**src/rtl/fs_pkg.sv**
```systemverilog
package fs_pkg;
  typedef enum logic [1:0] {
    ST_HUNT  = 2'd0,
    ST_START = 2'd1,
    ST_RECV  = 2'd2
  } fs_state_t;
endpackage

```
**src/rtl/fs_satcnt.sv**
```systemverilog
module fs_satcnt #(
  parameter int W = 11
) (
  input  logic         clk,
  input  logic         rst,
  input  logic         inc,
  output logic [W-1:0] q
);
  localparam logic [W-1:0] MAXV = {W{1'b1}};

  always_ff @(posedge clk) begin
    if (rst)
      q <= '0;
    else if (inc && q != MAXV)
      q <= q + 1'b1;
  end

  // once full, the count holds
  a_r9_no_wrap: assert property (@(posedge clk) disable iff (rst)
    (q == MAXV) |=> (q == MAXV));
endmodule

```
**src/rtl/fs_ctrl.sv**
```systemverilog
module fs_ctrl
  import fs_pkg::*;
#(
  parameter int DATA_W = 8,
  parameter int LEN_W  = 8
) (
  input  logic              clk,
  input  logic              rst,
  input  logic              valid,
  input  logic [DATA_W-1:0] byte_in,
  input  logic [DATA_W-1:0] marker,
  input  logic [LEN_W-1:0]  frame_len,
  output logic              take,
  output logic              sof,
  output logic              err,
  output logic              hit,
  output fs_state_t         state
);
  localparam logic [LEN_W-1:0] ONE = LEN_W'(1);

  fs_state_t        nxt;
  logic [LEN_W-1:0] pos, pos_n, leff;

  always_comb begin
    hit   = (byte_in == marker);
    leff  = (frame_len < LEN_W'(2)) ? ONE : frame_len;
    nxt   = state;
    pos_n = pos;
    take  = 1'b0;
    sof   = 1'b0;
    err   = 1'b0;
    if (valid) begin
      unique case (state)
        ST_HUNT: begin
          if (hit) begin
            sof   = 1'b1;
            take  = 1'b1;
            nxt   = ST_START;
            pos_n = ONE;
          end
        end
        default: begin
          if (pos >= leff) begin
            if (hit) begin
              sof   = 1'b1;
              take  = 1'b1;
              nxt   = ST_RECV;
              pos_n = ONE;
            end else begin
              err   = 1'b1;
              nxt   = ST_HUNT;
              pos_n = '0;
            end
          end else if (hit) begin
            err   = 1'b1;
            sof   = 1'b1;
            take  = 1'b1;
            nxt   = ST_START;
            pos_n = ONE;
          end else begin
            take  = 1'b1;
            pos_n = pos + ONE;
          end
        end
      endcase
    end
  end

  always_ff @(posedge clk) begin
    if (rst) begin
      state <= ST_HUNT;
      pos   <= '0;
    end else begin
      state <= nxt;
      pos   <= pos_n;
    end
  end

  // a slot miss without a marker drops lock
  a_r5_miss_to_hunt: assert property (@(posedge clk) disable iff (rst)
    (err && !sof) |=> (state == ST_HUNT));
  // when locked, position is at least one byte into a frame
  a_r4_pos_live: assert property (@(posedge clk) disable iff (rst)
    (state != ST_HUNT) |-> (pos != '0));
  // hunting never reports an error
  a_r2_hunt_no_err: assert property (@(posedge clk) disable iff (rst)
    (state == ST_HUNT) |-> !err);
endmodule

```
**src/rtl/frame_sync.sv**
```systemverilog
module frame_sync
  import fs_pkg::*;
#(
  parameter int DATA_W = 8,
  parameter int LEN_W  = 8,
  parameter int CNT_W  = 11
) (
  input  logic              clk,
  input  logic              rst,
  input  logic              byte_valid,
  input  logic [DATA_W-1:0] byte_in,
  input  logic [DATA_W-1:0] marker,
  input  logic [LEN_W-1:0]  frame_len,
  output logic              out_valid,
  output logic [DATA_W-1:0] out_byte,
  output logic              out_sof,
  output logic              err_pulse,
  output logic              locked,
  output logic [CNT_W-1:0]  marker_count,
  output logic [CNT_W-1:0]  error_count
);
  localparam int NCNT = 2;
  localparam logic [CNT_W-1:0] CMAX = {CNT_W{1'b1}};

  logic      take, sof, err, hit;
  fs_state_t state;
  logic [NCNT-1:0]  cnt_inc;
  logic [CNT_W-1:0] cnt_q [NCNT];

  fs_ctrl #(.DATA_W(DATA_W), .LEN_W(LEN_W)) u_ctrl (
    .clk(clk), .rst(rst), .valid(byte_valid), .byte_in(byte_in),
    .marker(marker), .frame_len(frame_len),
    .take(take), .sof(sof), .err(err), .hit(hit), .state(state)
  );

  assign cnt_inc[0] = byte_valid && hit;
  assign cnt_inc[1] = err;

  for (genvar gi = 0; gi < NCNT; gi++) begin : g_cnt
    fs_satcnt #(.W(CNT_W)) u_cnt (
      .clk(clk), .rst(rst), .inc(cnt_inc[gi]), .q(cnt_q[gi])
    );
  end

  assign marker_count = cnt_q[0];
  assign error_count  = cnt_q[1];
  assign locked       = (state != ST_HUNT);

  always_ff @(posedge clk) begin
    if (rst) begin
      out_valid <= 1'b0;
      out_sof   <= 1'b0;
      err_pulse <= 1'b0;
      out_byte  <= '0;
    end else begin
      out_valid <= take;
      out_sof   <= sof;
      err_pulse <= err;
      if (byte_valid)
        out_byte <= byte_in;
    end
  end

  // an idle cycle produces no output activity
  a_r10_idle_quiet: assert property (@(posedge clk) disable iff (rst)
    !$past(byte_valid) |-> (!out_valid && !err_pulse && !out_sof));
  // a frame start is always a passed-on byte
  a_r3_sof_valid: assert property (@(posedge clk) disable iff (rst)
    out_sof |-> out_valid);
  // every error pulse is counted unless the counter is full
  a_r5_err_counted: assert property (@(posedge clk) disable iff (rst)
    err_pulse |-> (error_count != $past(error_count) || error_count == CMAX));
  // the marker total moves by at most one per cycle
  a_r8_step_one: assert property (@(posedge clk) disable iff (rst)
    (marker_count - $past(marker_count)) <= CNT_W'(1));
endmodule

```
**config.mk**
```make
export PLATFORM = sky130hd
export DESIGN_NAME = frame_sync
export DESIGN_NICKNAME = d
export VERILOG_FILES = /design/src/rtl/fs_pkg.sv /design/src/rtl/fs_satcnt.sv /design/src/rtl/fs_ctrl.sv /design/src/rtl/frame_sync.sv
export SDC_FILE = /design/constraint.sdc
export NUM_CORES = 1
export LEC_CHECK = 0
export BUFFER_PORTS_ARGS = -buffer_cell sky130_fd_sc_hd__buf_2
export CAP_MARGIN = 25
export CORE_ASPECT_RATIO = 0.9
export CORE_UTILIZATION = 47
export DETAILED_ROUTE_END_ITERATION = 10
export GPL_TIMING_DRIVEN = 0
export PLACE_DENSITY = 0.75
export SETUP_SLACK_MARGIN = 0.15
export SLEW_MARGIN = 20
export SYNTH_ARGS = -nofsm -noshare
export SYNTH_HDL_FRONTEND = slang
export SYNTH_HIERARCHICAL = 1
export SYNTH_SLANG_ARGS = --single-unit
```
**constraint.sdc**
```tcl
create_clock -name clk -period 2.97 [get_ports clk]
set_clock_uncertainty 0.2 [all_clocks]
set_input_delay 0.297 -clock clk [delete_from_list [all_inputs] [get_ports clk]]
set_output_delay 0.297 -clock clk [all_outputs]
set_load 0.02 [all_outputs]
```
---- After elaboration in Yosys (flattened, before gate mapping) ----
Cells that the tools add are included.
word-level totals
  register bits ........................... 43
  bits of input ports ..................... 27
  output and inout bits ................... 34
  logic and storage cells ................. 42
operators by class
  add/sub/neg operators ................... 3
  $lt $le $gt $ge ......................... 2
  equal/unequal tests ..................... 4
  mux-type cells .......................... 17
  bitwise operators ....................... 1
  reduce and logical (&&, ||, !) cells .... 7
operators by type and width
  cell                                                         number
  two-way mux 8 bit                                            5
  adder 11 x 1 -> 11 bit (second input constant)               2
  inequality test 11 bit (second input constant)               2
  adder 8 x 1 -> 8 bit (second input constant)                 1
  == test 8 bit                                                1
  >= comparator 8 bit                                          1
  less-than comparator 8 x 2 -> 1 bit (second input constant)  1
  two-way mux 1 bit                                            8
  two-way mux 2 bit                                            4
  logical AND 1 bit                                            3
  zero test 2 bit                                              1
  inequality test 2 bit (second input constant)                1
  AND reduction 2 bit                                          1
  nonzero test 2 bit                                           1
  OR reduction 2 bit                                           1
  inverter 1 bit                                               1

---- Logic depth before layout (Yosys ltp) ----
  depth in word-level cells ............... 7
  mapped depth ............................ 13
  gate-level depth less buffers ........... 13

---- By module ----
The synthesis kept the hierarchy.
modules (own cells, without submodules)
  module      instances  cells each  area each (um^2)  seq. area each (um^2)
  fs_satcnt   2          54          549.3             220.2
  fs_ctrl     1          109         853.3             200.2
  frame_sync  1          34          379.1             220.2

---- Worst setup path after synthesis ----
Ideal clock, no wire load.
  path type ............................... input to register
  start ................................... in frame_len[4]
  end ..................................... reg g_cnt[1].u_cnt.q[8]
  library setup time ...................... 91 ps
  data arrival time ....................... 2,857 ps
  data required time ...................... 2,679 ps
  path slack .............................. -178 ps
  stages .................................. 13
  path buffers ............................ 0
  cells stage by stage .................... nor4_1 a41o_1 ha_1 and3_1 o21ai_0 a311o_1 nand2_1 ha_1 nor2_1 and4_1 and3_4 a21oi_1 a311oi_1
on the way
  word-level cells in the longest chain between the ends .. 7
RTL lines
  item                                 RTL line          text
  start: declaration                   frame_sync.sv:13  input logic [LEN_W-1:0] frame_len,
  less-than comparator 8 x 2 -> 1 bit  fs_ctrl.sv:26     leff = (frame_len < LEN_W'(2)) ? ONE : frame_len;
  two-way mux 8 bit *                  fs_ctrl.sv:26
  >= comparator 8 bit *                fs_ctrl.sv:43     if (pos >= leff) begin
  two-way mux 1 bit *                  fs_ctrl.sv:43
  two-way mux 1 bit *                  fs_ctrl.sv:33     unique case (state)
  two-way mux 1 bit *                  fs_ctrl.sv:32     if (valid) begin
  net cnt_inc[1]                       frame_sync.sv:27  logic [NCNT-1:0] cnt_inc;
  logical AND 1 bit *                  fs_satcnt.sv:14   else if (inc && q != MAXV)
  end signal: assignment               fs_satcnt.sv:15   q <= q + 1'b1;
  end: declaration                     fs_satcnt.sv:7    output logic [W-1:0] q
The timed path passes the listed nets; every way through them passes the cells marked *.
A chain may end at the register's enable or synchronous reset.

---- Worst setup path after layout ----
  start ................................... in frame_len[1]
  end ..................................... reg g_cnt[1].u_cnt.q[10]
Same word-level chain as after synthesis.

==> results.py <==
metrics = {
    "status": {
        "status": "finished clean",
    },
    "global_routing": {
        "grt_antenna_before_repair": 0,
        "grt_max_degree": 14,
        "grt_util_met3_pct": 4.342,
        "grt_pass1_wl_mm": 8.625,
        "grt_pass1_vias": 1948,
        "globalRouteOverflowTotal": 0,
        "met1_usage_pct": 25.82,
        "grt_busiest_layer": "met2",
        "grt_use_total_pct": 20.64,
        "grt_util_met2_pct": 35.59,
    },
    "place": {
        "gp_congestion": 0.8590,
        "detailed_place_hpwl_mm": 3.732,
        "place_area_mm2": 0.002744,
        "portBuffers": 60,
        "dp_cells": 373,
    },
    "synthesis": {
        "synth_seq_cells": 43,
        "async_reset_ff_share_pct": 0,
        "synthMostInstantiatedCell": "dfxtp_1",
        "syn_inst": 251,
        "netlist_top_cells_count": "43 x dfxtp_1, 29 x nor2_1, 19 x xor2_1, 13 x inv_1",
        "syn_area_per_cell_um2": 9.287,
        "synth_warnings": 6,
        "synth_cell_types": 47,
        "synth-seq-area-share_pct": 36.93,
        "synth_top_cell_by_area": "dfxtp_1",
        "synth_flop_cell": "dfxtp_1",
        "syn_area_mm2": 0.002331,
        "synth_top_area_share_pct": 36.93,
        "synth_enable_flop_cells": 0,
        "synthesis.nets": 290,
        "synth_area_leaders": "dfxtp_1 37%, xor2_1 7.1%, ha_1 6.4%",
    },
    "clock_network": {
        "root_buffer": "clkbuf_8",
        "path_clk_slew_ps": 80,
        "clock_latency_ps": 290,
        "h-tree-depth": 2,
        "cts_buffers": 5,
        "cts_hold_buf": 0,
        "clockBufferDepth": 2,
        "cts_tree": "yes",
        "cts.sinks": 43,
    },
    "worst_setup_path": {
        "path_max_fanout": 5,
        "cp.arrival_ps": 2740,
        "critical_path_class": "input pin to flip-flop",
        "startpoint": "frame_len[1]",
        "crit_required_ps": 2970,
        "startpoint_type": "input pin",
        "crit_path_end_kind": "flip-flop",
        "timing.rr.start": "u_ctrl/pos[5]",
    },
    "timing": {
        "period_share_pct": 92.35,
        "min_period_ps": 2743,
        "slew_viol_final": 0,
        "timing.fmax_mhz": 364.6,
        "tightest_slew_ps": 864.2,
        "max_slew_margin_pct": 41.78,
        "rsz0062_at_grt": "no",
        "hold_viol": 0,
        "setup_viol": 0,
    },
    "finish": {
        "n_antenna_cell": 0,
        "drive_above_1_share_pct": 31.68,
        "instances_no_fill": 384,
        "areaGrowthSynthToFinish_pct": 23.89,
        "fillers": 441,
        "multiInputGateArea_mm2": 0.001461,
        "register_area_um2": 863.3,
        "fin_area_mm2": 0.002888,
        "fin_nets": 361,
    },
    "floorplan": {
        "design.core.area_mm2": 0.004604,
        "ioPinCount": 61,
        "initial_core_util_pct": 50.63,
        "die_area_mm2": 0.005246,
        "fp-row-count": 23,
        "die_h_um": 68.81,
        "die_w_um": 76.24,
    },
    "power_and_ir_drop": {
        "p_per_area_mw_per_mm2": 359.0,
        "leakagePower_nw": 1.330,
        "irDropWorstVdd_mv": 0.3206,
    },
    "detailed_routing": {
        "wl_mm": 5.055,
        "vias": 2113,
        "firstDrtPassIters": 4,
        "wl_per_cell_um": 13.16,
        "drtIter0Drc": 104,
        "antenna_left": 0,
        "viasPerCell": 5.503,
        "drc": 0,
    },
    "worst_hold_path": {
        "worstHoldPathType": "input pin to flip-flop",
        "hp-start": "byte_in[5]",
    },
    "job": {
        "drv_cap": 0,
    },
}
-- per-stage QoR --
stage	hold slack, ps	utilization [%]	TNS (ps)	worst slack, ps	power (mW)
CTS	58.62	62.34	0	175.6	1.047
global route	72.26	62.72	0	151.8	1.079
global placement	270.2	59.59	-2604	-413.6	0.6881
finish	65.75	62.72	0	227.1	1.037
detailed placement	284.6	59.59	-3105	-512.6	0.6905
floorplan	166.1	-	-40.76	-29.57	0.6496
-- path summary, 6_finish.rpt --
check | end | slack (ps) | depth (start not counted)
max | g_cnt[1].u_cnt/q[10] | 230 | 14
min | out_byte[5] | 70 | 3
max reg2reg | g_cnt[1].u_cnt/q[10] | 270 | 11
min reg2reg | out_byte[5] | 300 | 2
-- layout make-up --
cell class,count,share of cell area [%]
Buffer,4,0.8232
Multi-Input combinational cell,191,50.61
Sequential cell,43,29.90
Clock buffer,5,2.383
Timing Repair Buffer,64,11.44
Clock inverter,2,0.4766
Inverter,13,1.690
Tap cell,62,2.686
-- what timing repair did --
item / 4_1_cts / 5_1_grt
gates resized for setup: 7 / 2
setup endpoints to repair: 11 / 7
pin swaps: 5 / 9
setup buffers: 3 / 1
-- cells in the final DEF, fill, tap and decap left out, types with 5 or more instances in the layout --
| master | synthesis | layout |
|---|---|---|
| ha_1 | 12 | 11 |
| nand4_1 | 5 | 5 |
| buf_2 | 1 | 61 |
| nor2_1 | 29 | 28 |
| nand2_1 | 11 | 10 |
| and2_1 | 5 | 5 |
| dfxtp_1 | 43 | 41 |
| nor2b_1 | 5 | 5 |
| and4_1 | 6 | 5 |
| mux2i_1 | 10 | 10 |
| a21oi_1 | 12 | 11 |
| clkbuf_8 | 0 | 5 |
| o21ai_0 | 9 | 8 |
| a211oi_1 | 7 | 6 |
| xor2_1 | 19 | 19 |
| inv_1 | 13 | 13 |
-- where the power goes --
| part | leakage [nW] | internal (mW) | switching (mW) | total (mW) |
|---|---|---|---|---|
| Sequential | 0.349 | 0.583 | 0.00360 | 0.586 |
| Combinational | 0.937 | 0.0383 | 0.0531 | 0.0914 |
| Clock | 0.0440 | 0.161 | 0.198 | 0.359 |
| Total | 1.33 | 0.782 | 0.255 | 1.04 |
-- state kept, by name, summed over array words and instances, names as in the netlist --
name           flops
out_byte           8
u_ctrl/state       2
err_pulse          1
g_cnt.u_cnt/q     22
out_valid          1
u_ctrl/pos         8
out_sof            1
-- worst max-delay path: stages --
cell	delay (ps)
buf_2	120
nor4_4	250
a41o_1	200
ha_1	220
and3_1	150
o21ai_1	120
a311o_2	220
nand2_2	80
ha_4	290
nor2_4	30
and4_4	220
and3_4	200
and4_1	190
o21ba_1	160
-- routing by layer --
metal	up-vias	wire length [um]
li1	1072	-
met1	984	2421
met2	50	2341
met3	7	235
met4	0	57
met5	-	0
-- kinds of logic (layout without fill, tap and decap cells) --
group | after synthesis | after routing | share of synthesized area (%)
and+or+nand+nor | 93 | 93 | 24.21
muxes | 10 | 10 | 4.294
xor gates and xnor gates | 19 | 19 | 7.139
buffers and inverters | 17 | 88 | 3.113
DFF | 43 | 43 | 36.93
AOI/OAI and AO/OA | 57 | 57 | 17.87
adders and majority gates | 12 | 12 | 6.441
No activity file was read; power rests on OpenSTA's default activity.
